[config.mk]
export PLATFORM = sky130hd
export DESIGN_NAME = serdac_frontend
export DESIGN_NICKNAME = d
export VERILOG_FILES = /design/src/rtl/serdac_pkg.sv /design/src/rtl/serdac_insync.sv /design/src/rtl/serdac_ctrl.sv /design/src/rtl/serdac_dpath.sv /design/src/rtl/serdac_frontend.sv
export SDC_FILE = /design/constraint.sdc
export NUM_CORES = 1
export LEC_CHECK = 0
export BUFFER_PORTS_ARGS = -buffer_cell sky130_fd_sc_hd__buf_4
export CELL_PAD_IN_SITES_DETAIL_PLACEMENT = 1
export CELL_PAD_IN_SITES_GLOBAL_PLACEMENT = 1
export CORE_ASPECT_RATIO = 0.7
export CORE_MARGIN = 2
export CORE_UTILIZATION = 39
export CTS_CLUSTER_DIAMETER = 30
export DETAILED_ROUTE_END_ITERATION = 8
export GPL_ROUTABILITY_DRIVEN = 0
export PLACE_DENSITY = 0.77
export SYNTH_ARGS = -nofsm -noshare
export SYNTH_HDL_FRONTEND = slang
export SYNTH_SLANG_ARGS = --single-unit
[constraint.sdc]
create_clock -name clk -period 3.23 [get_ports clk]
set_input_delay 0.1615 -clock clk [delete_from_list [all_inputs] [get_ports clk]]
set_output_delay 0.1615 -clock clk [all_outputs]
set_load 0.1 [all_outputs]
[src/rtl/serdac_pkg.sv]
package serdac_pkg;

  localparam int MODE_W    = 2;
  localparam int NUM_MODES = 1 << MODE_W;

  localparam logic [MODE_W-1:0] MODE_NORMAL = 2'b00;

  typedef enum logic [1:0] {
    ST_IDLE  = 2'b00,
    ST_SHIFT = 2'b01,
    ST_DONE  = 2'b10
  } frameState_t;

  // Strobes from the control to the datapath
  typedef struct packed {
    logic shiftEn;
    logic commit;
  } dpStrobe_t;

endpackage

[src/rtl/serdac_insync.sv]
module serdac_insync #(
  parameter int               WIDTH   = 3,
  parameter int               STAGES  = 2,
  parameter logic [WIDTH-1:0] RST_VAL = '0
) (
  input  logic             clk,
  input  logic             rstN,
  input  logic [WIDTH-1:0] asyncIn,
  output logic [WIDTH-1:0] syncOut
);

  logic [STAGES-1:0][WIDTH-1:0] stageQ;

  always_ff @(posedge clk) begin
    if (!rstN) begin
      for (int s = 0; s < STAGES; s++) stageQ[s] <= RST_VAL;
    end else begin
      stageQ[0] <= asyncIn;
      for (int s = 1; s < STAGES; s++) stageQ[s] <= stageQ[s-1];
    end
  end

  assign syncOut = stageQ[STAGES-1];

endmodule

[src/rtl/serdac_ctrl.sv]
module serdac_ctrl
  import serdac_pkg::*;
#(
  parameter int FRAME_W = 24
) (
  input  logic      clk,
  input  logic      rstN,
  input  logic      selLow,
  input  logic      sclkLevel,
  output dpStrobe_t strb
);

  localparam int               CNT_W    = $clog2(FRAME_W);
  localparam logic [CNT_W-1:0] LAST_BIT = CNT_W'(FRAME_W - 1);

  frameState_t      state, nextState;
  logic [CNT_W-1:0] bitCnt, nextCnt;
  logic             sclkPrev;
  logic             sclkFell;

  assign sclkFell = sclkPrev & ~sclkLevel;

  always_comb begin
    strb      = '0;
    nextState = state;
    nextCnt   = bitCnt;
    case (state)
      ST_IDLE: begin
        if (selLow) begin
          nextState = ST_SHIFT;
          nextCnt   = '0;
        end
      end
      ST_SHIFT: begin
        if (!selLow) begin
          nextState = ST_IDLE;
        end else if (sclkFell) begin
          strb.shiftEn = 1'b1;
          if (bitCnt == LAST_BIT) begin
            strb.commit = 1'b1;
            nextState   = ST_DONE;
          end else begin
            nextCnt = bitCnt + 1'b1;
          end
        end
      end
      ST_DONE: begin
        if (!selLow) nextState = ST_IDLE;
      end
      default: nextState = ST_IDLE;
    endcase
  end

  always_ff @(posedge clk) begin
    if (!rstN) begin
      state    <= ST_IDLE;
      bitCnt   <= '0;
      sclkPrev <= 1'b0;
    end else begin
      state    <= nextState;
      bitCnt   <= nextCnt;
      sclkPrev <= sclkLevel;
    end
  end

endmodule

[src/rtl/serdac_dpath.sv]
module serdac_dpath
  import serdac_pkg::*;
#(
  parameter int CODE_W = 16
) (
  input  logic                 clk,
  input  logic                 rstN,
  input  logic                 resetToMid,
  input  dpStrobe_t            strb,
  input  logic                 dinBit,
  output logic [CODE_W-1:0]    dacCode,
  output logic [MODE_W-1:0]    pdMode,
  output logic [NUM_MODES-2:0] loadSel
);

  localparam int                PAY_W     = CODE_W + MODE_W;
  localparam logic [CODE_W-1:0] CODE_MID  = CODE_W'(1) << (CODE_W - 1);
  localparam logic [CODE_W-1:0] CODE_ZERO = '0;

  // Only the payload bits are kept; leading don't-care bits shift out
  logic [PAY_W-2:0] shiftQ;
  logic [PAY_W-1:0] frameNext;

  assign frameNext = {shiftQ, dinBit};

  always_ff @(posedge clk) begin
    if (!rstN) begin
      shiftQ  <= '0;
      dacCode <= resetToMid ? CODE_MID : CODE_ZERO;
      pdMode  <= MODE_NORMAL;
    end else begin
      if (strb.shiftEn) shiftQ <= frameNext[PAY_W-2:0];
      if (strb.commit) begin
        dacCode <= frameNext[CODE_W-1:0];
        pdMode  <= frameNext[CODE_W +: MODE_W];
      end
    end
  end

  for (genvar m = 1; m < NUM_MODES; m++) begin : g_load
    assign loadSel[m-1] = (pdMode == MODE_W'(m));
  end

endmodule

[src/rtl/serdac_frontend.sv]
module serdac_frontend
  import serdac_pkg::*;
#(
  parameter int FRAME_W     = 24,
  parameter int CODE_W      = 16,
  parameter int SYNC_STAGES = 2
) (
  input  logic                 clk,
  input  logic                 rstN,
  input  logic                 resetToMid,
  input  logic                 serClk,
  input  logic                 serData,
  input  logic                 frameSelN,
  output logic [CODE_W-1:0]    dacCode,
  output logic [MODE_W-1:0]    pdMode,
  output logic [NUM_MODES-2:0] loadSel
);

  // Synchronized bundle order: {frameSelN, serData, serClk}
  localparam int         IN_W       = 3;
  localparam logic [2:0] IN_RST_VAL = 3'b100;

  logic [IN_W-1:0] pinSync;
  logic            selLow;
  dpStrobe_t       ctrlStrb;

  serdac_insync #(
    .WIDTH  (IN_W),
    .STAGES (SYNC_STAGES),
    .RST_VAL(IN_RST_VAL)
  ) u_sync (
    .clk    (clk),
    .rstN   (rstN),
    .asyncIn({frameSelN, serData, serClk}),
    .syncOut(pinSync)
  );

  assign selLow = ~pinSync[2];

  serdac_ctrl #(
    .FRAME_W(FRAME_W)
  ) u_ctrl (
    .clk      (clk),
    .rstN     (rstN),
    .selLow   (selLow),
    .sclkLevel(pinSync[0]),
    .strb     (ctrlStrb)
  );

  serdac_dpath #(
    .CODE_W(CODE_W)
  ) u_dpath (
    .clk       (clk),
    .rstN      (rstN),
    .resetToMid(resetToMid),
    .strb      (ctrlStrb),
    .dinBit    (pinSync[1]),
    .dacCode   (dacCode),
    .pdMode    (pdMode),
    .loadSel   (loadSel)
  );

endmodule

==> results of run 1 <==
[state kept, by name, summed over array words and instances (netlist names)]
register and count:
u_dpath.pdMode 2, u_ctrl.bitCnt 5, u_dpath.shiftQ 17, u_ctrl.sclkPrev 1
u_sync.stageQ 3, u_ctrl.state 2, u_sync.syncOut 3, u_dpath.dacCode 16
[layout make-up]
class                      instances  area (um2)
clock inverter                     2        37.5
multi-input combinational        115         738
sequential                        49        1140
clock buffer                       6        82.6
timing repair buffer              27         203
fill                             542        2490
tap                               69        86.3
inverter                           2        7.51
[per-layer routing]
| metal | wire length [um] | vias to the layer above | GRT usage [%] |
|---|---|---|---|
| li1 | - | 637 | - |
| met2 | 1900 | 26 | 26.1 |
| met3 | 147 | 2 | 3.57 |
| met5 | 0 | - | 0 |
| met4 | 28 | 0 | 3.41 |
| met1 | 1690 | 627 | 16.9 |
[cell usage in the layout, fill, tap and decap left out, drive strengths merged, types with 3 or more instances in the layout]
cell type,netlist,layout
nand2,37,37
dfxtp,33,33
buf,4,27
and2,22,22
a21boi,18,18
edfxtp,16,16
clkbuf,5,6
nor2b,5,5
mux2i,4,4
o21ai,4,4
nand2b,3,3
nor3b,3,3
nor4b,3,3
[cells in the mapped netlist (2+ instances only)]
cell type and instances:
buf_6 2, nor3b_1 3, nor4b_2 2, and2_1 22
edfxtp_1 16, mux2i_1 4, nor2b_1 5, inv_1 2
dfxtp_1 33, clkbuf_1 5, nand2b_1 3, nand2_1 37
a21oi_1 2, a21boi_1 18, o21ai_0 3
[where the power goes]
group          switching (uW)  internal [uW]
Clock                     193            252
Sequential               5.97            645
Combinational            73.1           22.1
[logic make-up after synthesis]
family | synth area share, %
DFF | 58.8
buffers and inverters | 3.16
AOI/OAI and AO/OA | 9.99
and+or+nand+nor | 24.8
adders and majority gates | 0.645
muxes | 2.64
[worst max path at each step]
stage	cells after the start	from	to
global route	4	u_sync.syncOut[0]	u_dpath.dacCode[0]
detailed placement	4	u_ctrl.state[1]	u_dpath.dacCode[3]
finish	4	u_ctrl.state[1]	u_dpath.dacCode[0]
global placement	4	u_sync.syncOut[0]	u_dpath.dacCode[0]
floorplan	1	u_dpath.pdMode[0]	loadSel[0]
CTS	4	u_ctrl.state[1]	u_dpath.dacCode[4]
[through the flow]
| step | instance area, um2 | total power, uW | util (%) |
|---|---|---|---|
| final | 2300 | 1190 | 48.0 |
| after global routing | 2300 | 1230 | 48.0 |
| after CTS | 2300 | 1210 | 48.0 |
| after detailed placement | 2180 | 762 | 45.5 |
| after global placement | 2180 | 759 | 45.5 |
| after floorplan | 1940 | 739 | - |
[critical path, stage by stage, from the launching register on]
cell	delay (ns)
dfxtp_1	0.38
nand4bb_4	0.26
or2_1	0.48
o21ai_1	0.23
buf_4	0.28
==> results.toml, run 1 <==
[run_status]
status = "completed"

[clock_tree]
clkLatencyLatePin_ns = 0.29
cts_root_buf = "clkbuf_8"
cts_made_buffers = 5
cts_resized = 0
cts.sinks = 49
post_cts_buffers = 0
holdBufCountCts = 0
clockBufferDepth = 2
path_clk_slew_ns = 0.08
h-tree-depth = 2
cts_tree = "done"

[worst_setup_path]
cp.required_ns = 3.21
rr_worst_depth = 4
critPathArrivalTime_ns = 1.91
end_kind = "flop"
timing.rr.start = "u_ctrl.state[1]"
reg2reg_to = "u_dpath.dacCode[0]"
reg2reg_slack_ns = 1.30
crit_path_start_kind = "flop"
crit_type = "reg2reg"
cp_max_fo = 18

[synthesis]
synth_top_area_share_pct = 34.0
syn_area_per_cell_um2 = 11.1
synth_nets = 182
seq_area_frac_synth_pct = 58.8
yosys_register_bits = 49
synth.top_cells.by_area = "dfxtp_1 (34%), edfxtp_1 (25%), nand2_1 (7.2%), and2_1 (7.1%), a21boi_1 (7.0%)"
syn_area_mm2 = 0.00194
async_flop_share_pct = 0
synth_flop_cell = "dfxtp_1"
synth_top_area_cell = "dfxtp_1"
yosysWarnings = 0
synth-edff-count = 16
ys_types = 33
syn-instance-count = 175

[timing]
finalSetupViolCount = 0
finalCritPeriodShare_pct = 59.7
relSlewSlack_pct = 58.7
worst_pin_slew_ns = 0.619
final_hold_viol_count = 0
timing.hold.ws_ns = 0.0540
setup_slack_ns = 1.30
setup-tns-final_ns = 0
finalMaxSlewViolations = 0
period_needed_ns = 1.93
skew_ns = 0.00830
rsz0062_at_grt = "no"
fmax_mhz = 518

[min_path]
hold_end = "u_sync.stageQ[2]"
worstHoldPathType = "in2reg"
min-delay-start = "frameSelN"
whs_path_depth = 2

[drt]
drtAntennaViolNets = 0
via_per_inst = 4.79
drtPass1Iterations = 4
drt_wl_total_mm = 3.76
vias = 1292
wl_per_cell_um = 13.9
drc = 0
drtIter0Drc = 64

[global_route]
grt_pass1_vias = 1348
grt_max_degree = 52
grt-ovfl-total = 0
track_usage_pct = 14.4
grt_pass1_wl_mm = 6.22
antenna_found_initial = 0

[job]
max_cap_violations = 0

[power_and_ir_drop]
p_leak_uw = 0.000858
irDropWorstVdd_uv = 235
power.density_mw_per_mm2 = 519

[placement]
dp_hpwl_mm = 2.63
dp.cells = 262
post-place-ws_ns = 1.30
place.port_buffers = 26

[floorplan]
die_x_um = 88.3
die-height_um = 63.0
die-area_mm2 = 0.00557
io_pins = 27
core_area_mm2 = 0.00478
initial_core_util_pct = 40.6
fp-row-count = 21

[final_layout]
synthToLayoutAreaGrowth_pct = 18.3
diodes = 0
drive_gt1_share_pct = 21.4
final_cells = 270
layout.nets = 207
Note: power is estimated with default switching activity, not from simulation.
==> run 2: changes to the inputs <==
--- a/config.mk
+++ b/config.mk
@@ -5,6 +5,7 @@
 export SDC_FILE = /design/constraint.sdc
 export NUM_CORES = 1
 export LEC_CHECK = 0
+export ABC_AREA = 1
 export BUFFER_PORTS_ARGS = -buffer_cell sky130_fd_sc_hd__buf_4
 export CELL_PAD_IN_SITES_DETAIL_PLACEMENT = 1
 export CELL_PAD_IN_SITES_GLOBAL_PLACEMENT = 1
@@ -14,7 +15,7 @@
 export CTS_CLUSTER_DIAMETER = 30
 export DETAILED_ROUTE_END_ITERATION = 8
 export GPL_ROUTABILITY_DRIVEN = 0
-export PLACE_DENSITY = 0.77
+export PLACE_DENSITY = 0.8
 export SYNTH_ARGS = -nofsm -noshare
 export SYNTH_HDL_FRONTEND = slang
 export SYNTH_SLANG_ARGS = --single-unit
==> constraint.sdc (replaced) <==
create_clock -name clk -period 2 [get_ports clk]
set_input_delay 0.1 -clock clk [delete_from_list [all_inputs] [get_ports clk]]
set_output_delay 0.1 -clock clk [all_outputs]
set_load 0.1 [all_outputs]
==> run 2 against run 1 <==
Compared with the run above: first-iteration DRC count is 22% higher; sequential power up 72%; total power up 72%; synthesized area rose by 1.0%; routed wire length up 8.9%; hold slack better by 0.051 ns; fmax is 21% higher; clock power increased by 29%; final area grew 1.6%; register-to-register slack got worse by 0.90 ns; cell count grew 21%; critical path type unchanged; highest routed layer unchanged.
==> results.toml, run 2 <==
[worst_setup_path]
path_cells = "ha_1 > nand2_1 > inv_2 > nand2_1 > inv_1 > nand2_2 > nand2_1 > buf_4"
cp_slowest_stage_delay_ns = 0.38
end_kind = "flop"
cp_common_cell = "nand2_1"
critPathArrivalTime_ns = 1.60
cp_max_fo = 16
cpMaxStageDelayCell = "dfxtp_1"
cp.required_ns = 2.00
crit_path_start_kind = "flop"
crit_type = "reg2reg"

[floorplan]
io_pins = 27
die-height_um = 63.3
die-area_mm2 = 0.00562
fp-row-count = 21
core_area_mm2 = 0.00481
die_x_um = 88.7
initial_core_util_pct = 40.8

[timing]
period_needed_ns = 1.60
finalSetupViolCount = 0
finalMaxSlewViolations = 0
final_hold_viol_count = 0
skew_ns = 0.0108
worst_pin_slew_ns = 0.494
relSlewSlack_pct = 67.0
finalCritPeriodShare_pct = 79.8
setup_slack_ns = 0.403
fmax_mhz = 626
rsz0062_at_grt = "no"

[run_status]
status = "completed"

[final_layout]
fillCellCount = 580
fin_util_pct = 48.5
final_cells = 327
drive_gt1_share_pct = 19.4
synthToLayoutAreaGrowth_pct = 19.0
top_register = "u_dpath.shiftQ"
reg_top3 = "u_dpath.shiftQ: 17 flops, u_dpath.dacCode: 16 flops, u_ctrl.bitCnt: 5 flops"
design_area_mm2 = 0.00233
largest_reg_flops = 17
diodes = 0
layout.nets = 264
final_cell_mix = "nand2_1 (42), inv_1 (41), dfxtp_1 (33)"
final_common_cell = "nand2_1"

[synthesis]
yosys_register_bits = 49
synth_top_area_cell = "dfxtp_1"
syn-instance-count = 226
synth_flop_cell = "dfxtp_1"
synth_most_common_cell = "nand2_1"
synth_top_cells_by_count = "nand2_1 (42), inv_1 (41), dfxtp_1 (33)"
ys_types = 26
synth_top_area_share_pct = 33.7
syn_area_mm2 = 0.00196
seq_area_frac_synth_pct = 58.2
async_flop_share_pct = 0
syn_area_per_cell_um2 = 8.68
synth.top_cells.by_area = "dfxtp_1 (34%), edfxtp_1 (25%), nand2_1 (8.0%), inv_1 (7.8%), nor2_1 (5.6%)"
synth_nets = 233
yosysWarnings = 0
synth-edff-count = 16

[drt]
drt_wl_total_mm = 4.10
wl_per_cell_um = 12.5
via_per_inst = 4.51
drc = 0
drtAntennaViolNets = 0
drtIter0Drc = 78
drtPass1Iterations = 4
vias = 1475

[min_path]
worstHoldPathType = "in2reg"

[placement]
post-place-ws_ns = 0.407
postPlaceCellArea_mm2 = 0.00222
dp_hpwl_mm = 2.90
dp.cells = 316
place.port_buffers = 26

[clock_tree]
cts.sinks = 49
cts_root_buf = "clkbuf_8"
clockBufferDepth = 2
clkLatencyLatePin_ns = 0.32
cts_tree = "done"
path_clk_slew_ns = 0.09
h-tree-depth = 2
cts_resized = 0
cts_made_buffers = 5

[power_and_ir_drop]
p_leak_uw = 0.00112
power.density_mw_per_mm2 = 878
irDropWorstVdd_uv = 349

[global_route]
grt_pass1_vias = 1460
grt_max_degree = 40
grt-ovfl-total = 0
grt_pass1_wl_mm = 6.84
antenna_found_initial = 0
track_usage_pct = 16.4

[job]
max_cap_violations = 0
==> run 2: cell types whose count changed after synthesis, sizes merged, moves of 12 or more <==
cell,previous run,this run
a21boi,18,0
nor2,1,32
and2,22,0
o21ai,4,16
inv,2,44
a21oi,2,15
==> run 2: through the flow <==
| step | setup TNS, ns | hold slack, ns | total power, uW |
|---|---|---|---|
| final | 0 | 0.105 | 2050 |
| after detailed placement | 0 | 0.288 | 1500 |
| after CTS | 0 | 0.0997 | 2080 |
| after global routing | 0 | 0.120 | 2160 |
| after floorplan | -0.123 | 0.198 | 1410 |
| after global placement | 0 | 0.282 | 1480 |
==> run 2: path summary, 6_finish.rpt <==
path | startpoint | end | slack (ns) | cells past startpoint
worst max register to register | u_ctrl.bitCnt[0] | u_dpath.dacCode[1] | 0.40 | 8
worst min-delay path | resetToMid | u_dpath.dacCode[15] | 0.10 | 3
worst max-delay path | u_ctrl.bitCnt[0] | u_dpath.dacCode[1] | 0.40 | 8
worst min register to register | u_sync.stageQ[2] | u_sync.syncOut[2] | 0.42 | 1
==> run 2: area by class of cell <==
class	instances	area, um2	share of cell area [%]
clock buffers	6	72.6	3.11
clock inverters	2	11.3	0.483
inverters	44	168	7.18
multi-input cells	126	614	26.3
flip-flops and latches	49	1140	48.9
well taps	69	86.3	3.70
repair buffers	31	240	10.3
==> run 2: repair_timing <==
item                                   CTS  global route
buffers inserted                         0             0
endpoints found under the hold margin    3             0
setup endpoints to repair                0             0
hold buffers                             3             0
==> run 2: cell families after synthesis <==
| family | count (synthesis) | synth area share, % |
|---|---|---|
| adders and majority gates | 1 | 0.638 |
| and+or+nand+nor | 85 | 18.7 |
| DFF | 49 | 58.2 |
| buffers and inverters | 51 | 10.7 |
| AOI/OAI and AO/OA | 40 | 11.7 |
==> run 2: report_power, final <==
| group | switching (uW) | internal (uW) | total, uW |
|---|---|---|---|
| clock | 331 | 243 | 573 |
| combinational | 253 | 102 | 355 |
| sequential | 47.4 | 1070 | 1120 |
| total | 631 | 1420 | 2050 |
==> run 2: layer usage <==
layer / GRT usage, % / vias up / routed length (um)
met5: 0 / - / 0
met2: 26.8 / 30 / 1860
met4: 8.52 / 0 / 103
met1: 19.8 / 671 / 1960
li1: - / 766 / -
met3: 4.06 / 8 / 174
==> run 2: critical path, delay by kind of cell, from the launching register on <==
family | cells | cell delay [ns]
adder cells (fa/ha/maj) | 1 | 0.18
buffers and inverters | 3 | 0.41
flip-flops | 1 | 0.38
AND/OR/NAND/NOR | 4 | 0.31
